$ cat config.mk
export PLATFORM = sky130hd
export DESIGN_NAME = deadtime_interlock
export DESIGN_NICKNAME = d
export VERILOG_FILES = /design/src/rtl/dti_pkg.sv /design/src/rtl/dti_rst_sync.sv /design/src/rtl/dti_sync.sv /design/src/rtl/dti_channel.sv /design/src/rtl/deadtime_interlock.sv
export SDC_FILE = /design/constraint.sdc
export NUM_CORES = 1
export LEC_CHECK = 0
export ABC_AREA = 1
export BUFFER_PORTS_ARGS = -buffer_cell sky130_fd_sc_hd__buf_2
export CORE_MARGIN = 2
export CORE_UTILIZATION = 50
export CTS_CLUSTER_DIAMETER = 100
export DETAILED_ROUTE_END_ITERATION = 7
export PLACE_DENSITY = 0.69
export REMOVE_ABC_BUFFERS = 1
export SYNTH_ARGS = -nofsm -noshare
export SYNTH_HDL_FRONTEND = slang
export SYNTH_HIERARCHICAL = 1
export SYNTH_SLANG_ARGS = --single-unit
$ cat constraint.sdc
create_clock -name clk -period 1.5 [get_ports clk]
set_input_delay 0.225 -clock clk [delete_from_list [all_inputs] [get_ports clk]]
set_output_delay 0.225 -clock clk [all_outputs]
set_load 0.05 [all_outputs]
$ cat src/rtl/dti_pkg.sv
package dti_pkg;
  localparam int NUM_SIDES = 2;
  typedef logic [NUM_SIDES-1:0] side_vec_t;

  function automatic int opposite(input int side);
    return NUM_SIDES - 1 - side;
  endfunction
endpackage

$ cat src/rtl/dti_rst_sync.sv
module dti_rst_sync (
  input  logic clk,
  input  logic rst_n_i,
  output logic rst_n_o
);
  logic [1:0] rs_q;

  always_ff @(posedge clk or negedge rst_n_i) begin
    if (!rst_n_i) rs_q <= 2'b00;
    else          rs_q <= {rs_q[0], 1'b1};
  end

  assign rst_n_o = rs_q[1];
endmodule

$ cat src/rtl/dti_sync.sv
module dti_sync #(
  parameter int W      = 2,
  parameter int STAGES = 2
) (
  input  logic         clk,
  input  logic         rst_n,
  input  logic [W-1:0] d_i,
  output logic [W-1:0] q_o
);
  logic [W-1:0] stage_q [STAGES];

  always_ff @(posedge clk or negedge rst_n) begin
    if (!rst_n) stage_q[0] <= '0;
    else        stage_q[0] <= d_i;
  end

  for (genvar s = 1; s < STAGES; s++) begin : g_stage
    always_ff @(posedge clk or negedge rst_n) begin
      if (!rst_n) stage_q[s] <= '0;
      else        stage_q[s] <= stage_q[s-1];
    end
  end

  assign q_o = stage_q[STAGES-1];
endmodule

$ cat src/rtl/dti_channel.sv
module dti_channel #(
  parameter int CNT_W = 10
) (
  input  logic             clk,
  input  logic             rst_n,
  input  logic             req_i,
  input  logic             other_i,
  input  logic [CNT_W-1:0] dt_i,
  output logic             gate_o
);
  logic [CNT_W-1:0] cnt_q, cnt_d;
  logic             gate_q, gate_d;
  logic             cnt_en;

  always_comb begin
    gate_d = gate_q;
    cnt_d  = cnt_q;
    if (!req_i) begin
      gate_d = 1'b0;
      cnt_d  = '0;
    end else if (gate_q || other_i) begin
      cnt_d  = '0;
    end else if (cnt_q >= dt_i) begin
      gate_d = 1'b1;
      cnt_d  = '0;
    end else begin
      cnt_d  = cnt_q + 1'b1;
    end
  end

  assign cnt_en = (cnt_d != cnt_q);

  always_ff @(posedge clk or negedge rst_n) begin
    if (!rst_n) begin
      cnt_q  <= '0;
      gate_q <= 1'b0;
    end else begin
      if (cnt_en) cnt_q <= cnt_d;
      gate_q <= gate_d;
    end
  end

  assign gate_o = gate_q;

  // a rise only follows a cycle in which the opposite gate was low
  assert_rise_after_low_R6: assert property (@(posedge clk) disable iff (!rst_n)
    $rose(gate_o) |-> !$past(other_i));

  // a withdrawn request turns the gate off with no dead time
  assert_fall_immediate_R5: assert property (@(posedge clk) disable iff (!rst_n)
    !req_i |=> !gate_o);
endmodule

$ cat src/rtl/deadtime_interlock.sv
module deadtime_interlock
  import dti_pkg::*;
#(
  parameter int DT_W        = 10,
  parameter int SYNC_STAGES = 2
) (
  input  logic            clk,
  input  logic            rst_n,
  input  logic            cmd_a,
  input  logic            cmd_b,
  input  logic [DT_W-1:0] dt_count,
  input  logic            force_low,
  output logic            gate_a,
  output logic            gate_b
);
  logic      rst_n_s;
  side_vec_t cmd_raw, cmd_s, req, gates;

  dti_rst_sync u_rst (
    .clk     (clk),
    .rst_n_i (rst_n),
    .rst_n_o (rst_n_s)
  );

  assign cmd_raw = {cmd_b, cmd_a};

  dti_sync #(.W(NUM_SIDES), .STAGES(SYNC_STAGES)) u_sync (
    .clk   (clk),
    .rst_n (rst_n_s),
    .d_i   (cmd_raw),
    .q_o   (cmd_s)
  );

  for (genvar i = 0; i < NUM_SIDES; i++) begin : g_side
    localparam int OPP = opposite(i);

    assign req[i] = cmd_s[i] & ~cmd_s[OPP] & ~force_low;

    dti_channel #(.CNT_W(DT_W)) u_ch (
      .clk     (clk),
      .rst_n   (rst_n_s),
      .req_i   (req[i]),
      .other_i (gates[OPP]),
      .dt_i    (dt_count),
      .gate_o  (gates[i])
    );
  end

  assign gate_a = gates[0];
  assign gate_b = gates[1];

  // outputs mutually exclusive
  assert_exclusive_R1: assert property (@(posedge clk) disable iff (!rst_n)
    !(gate_a && gate_b));

  // both commands high blanks both sides
  assert_both_high_R2: assert property (@(posedge clk) disable iff (!rst_n)
    (cmd_s[0] && cmd_s[1]) |=> (!gate_a && !gate_b));

  // protection blanking takes effect after one edge
  assert_force_low_R9: assert property (@(posedge clk) disable iff (!rst_n)
    force_low |=> (!gate_a && !gate_b));
endmodule

==> run metrics <==
failing checks=setup timing; Tightest Hold Check Type=in2reg; min Tclk post-route=1.56 ns; critical path class=reg2reg; Metal-1 WL=1920 um; row count=22; GRT Util Overall=0.202; Via Count=1576; CTS Buf Count=3; Setup Skew=0.00478 ns; antenna violations before repair=0; R2R Path Start=g_side[0].u_ch/cnt_q[9]$_DFFE_PN0P_; Critical path origin=g_side[0].u_ch/cnt_q[9]$_DFFE_PN0P_; Worst slew margin=0.653; reg2reg path depth=7; core area=3610 um^2; # setup viols final=13; root buffer cell=clkbuf_8; clock tree buffer depth=2; ratio of final minimum period to clock period=1.04; DR iter-0 viols=57; vias per cell=4.82; most frequent cells in the layout=47 x inv_1, 43 x nand2_1, 28 x dfrtp_1; Critical Path AT=1.77 ns; Sink Count=28; die width=64.6 um; RSZ-0062 raised after global routing=true; GP Congestion=0.886; first drt pass iteration count=4; Netlist Area Pre-Place=1840 um^2; wire length on met2=1910 um; worst skew pair latency=0.27 ns; commonest non-fill, non-tap cell in the layout=inv_1; Reg2Reg Capture Point=g_side[0].u_ch/cnt_q[9]$_DFFE_PN0P_; worst-margin pin slew=0.518 ns; crit-path cells=ha_4, a21o_1, nor2_4, nand2_2, nor2_4, nand3_4, nor2_2; largest net degree at the start of global routing=27; maxcap violations=0; Mean Syn Cell Area=7.76 um^2; Cell Count, Final, Fillers Out=327; most used cell, CP=nor2_4; post-place setup slack=-0.113 ns; VDD IR-drop max=393 uV; Die Y=64.6 um; I/O pins=17; CTS H-tree depth=1; critical path peak fanout=6; Post-Route WL=4060 um; Synth cell types=20; grt total ovfl=0; Critical Path Sink Type=flop; Die ar.=4180 um^2; Worst Setup EP=g_side[0].u_ch/cnt_q[9]$_DFFE_PN0P_; CTS tree=done; starting density of the core=0.510; DRC=0; DRT antenna net count=0; Final HPWL DP=2880 um; Nets=317; top sig layer=met4; WL per Instance=12.4 um; sequential fraction of the synthesis area=0.381; Synth Register Bits=28; PwrDens=571 nW/um^2; Worst-path clk slew=0.10 ns; slowest CP cell=dfrtp_1; slack of the critical path=-0.0573 ns; share of post-route cells with drive strength above 1=0.348; Warnings, synthesis=6; dpl cells=315; global-route wire length before repair=6490 um; CP Launch Type=flop; Pleak=1.21 nW; Fmax=642 MHz; Antenna diodes=0; R2R setup slack=-0.06 ns; met3 WL post-DR=189 um; hold path cells=1; Synth Instances=237; Fin. Hold Viols=0; outcome=finished with violations; max-slew violation count=0; Worst Path Required=1.71 ns; Area growth syn-to-layout=31.8%; buffers added on ports=16; fillers=308; vias in the first global route=1465; crit-path max cell delay=0.43 ns
[registers in the layout, indices dropped and copies added, names as in the netlist]
| signal | count |
|---|---|
| u_sync/stage_q | 2 |
| g_side.u_ch/gate_o | 2 |
| g_side.u_ch/cnt_q | 20 |
| u_rst/rs_q | 2 |
| u_sync/q_o | 2 |
[worst min-delay path by stage]
stage / start / slack, ns / endpoint
2_1_floorplan: rst_n / -0.07 / u_rst/rs_q[0]$_DFF_PN0_
3_3_place_gp: rst_n / 0.01 / u_rst/rs_q[0]$_DFF_PN0_
3_5_place_dp: rst_n / 0.01 / u_rst/rs_q[0]$_DFF_PN0_
4_1_cts: cmd_a / 0.05 / u_sync/stage_q[2]$_DFF_PN0_
5_1_grt: cmd_a / 0.05 / u_sync/stage_q[2]$_DFF_PN0_
6_report: cmd_a / 0.06 / u_sync/stage_q[2]$_DFF_PN0_
[worst max-delay path: cells and delay by family (launching register included)]
kind                       cells  cell delay [ns]
DFF                            1             0.43
AOI/OAI and AO/OA              1             0.20
and+or+nand+nor                5             0.63
adders and majority gates      1             0.23
[kinds of logic after synthesis]
family	share of synthesized area
and+or+nand+nor	0.290
buffers and inverters	0.110
DFF	0.381
adders and majority gates	0.150
AOI/OAI and AO/OA	0.0381
xor gates and xnor gates	0.0286
other	0.00204
[report_power, final]
part	total (mW)	switching, mW	internal (mW)	leakage [nW]
sequential	0.769	0.00443	0.765	0.376
clock	0.462	0.227	0.235	0.0288
combinational	0.151	0.0940	0.0571	0.807
[metal layers]
layer | vias up | global-route usage
met5 | - | 0
met4 | 0 | 0.0559
met3 | 4 | 0.0156
met2 | 36 | 0.335
met1 | 722 | 0.287
li1 | 814 | -
[stage by stage]
stage          hold WS, ns  TNS, ns  power (mW)  area, um^2   util
2_1_floorplan      -0.0706        0       0.853        1820      -
3_3_place_gp        0.0121   -0.659       0.900        2080  0.578
3_5_place_dp        0.0123    -1.11       0.903        2080  0.578
4_1_cts             0.0489   -0.167        1.38        2250  0.625
5_1_grt             0.0470    -2.32        1.45        2420  0.672
6_report            0.0566   -0.445        1.38        2420  0.672
[cells in the mapped netlist]
library cell   n  area share
a21o_1         2      0.0082
a21oi_1        6       0.016
buf_4          2      0.0082
conb_1         1      0.0020
dfrtp_1       28        0.38
ha_1          22        0.15
inv_1         50        0.10
nand2_1       50        0.10
nand3_1       16       0.044
nand3_2        2       0.011
nand3b_1       4       0.016
nand4_1        4       0.014
nor2_1        30       0.061
nor2_2         4       0.014
nor3_2         4       0.022
o21ai_0        2      0.0054
o31ai_1        2      0.0082
or2_2          2      0.0068
xnor2_1        2      0.0095
xor2_1         4       0.019
[what timing repair did]
| item | 4_1_cts | 5_1_grt |
|---|---|---|
| hold buffers | 1 | 0 |
| pin swaps | 10 | 18 |
| endpoints found under the hold margin | 2 | 0 |
| buffers inserted | 3 | 4 |
| endpoints found under the setup margin | 20 | 22 |
| gates resized for setup | 16 | 37 |
[cell type report]
type                            instances  area [um^2]  area share
Multi-Input combinational cell        157         1160       0.477
Timing Repair Buffer                   40          263       0.108
Clock buffer                            4         55.1      0.0227
Inverter                               50          188      0.0775
Tap cell                               48         60.1      0.0248
Sequential cell                        28          701       0.289
No activity file was read; power rests on OpenSTA's default activity.
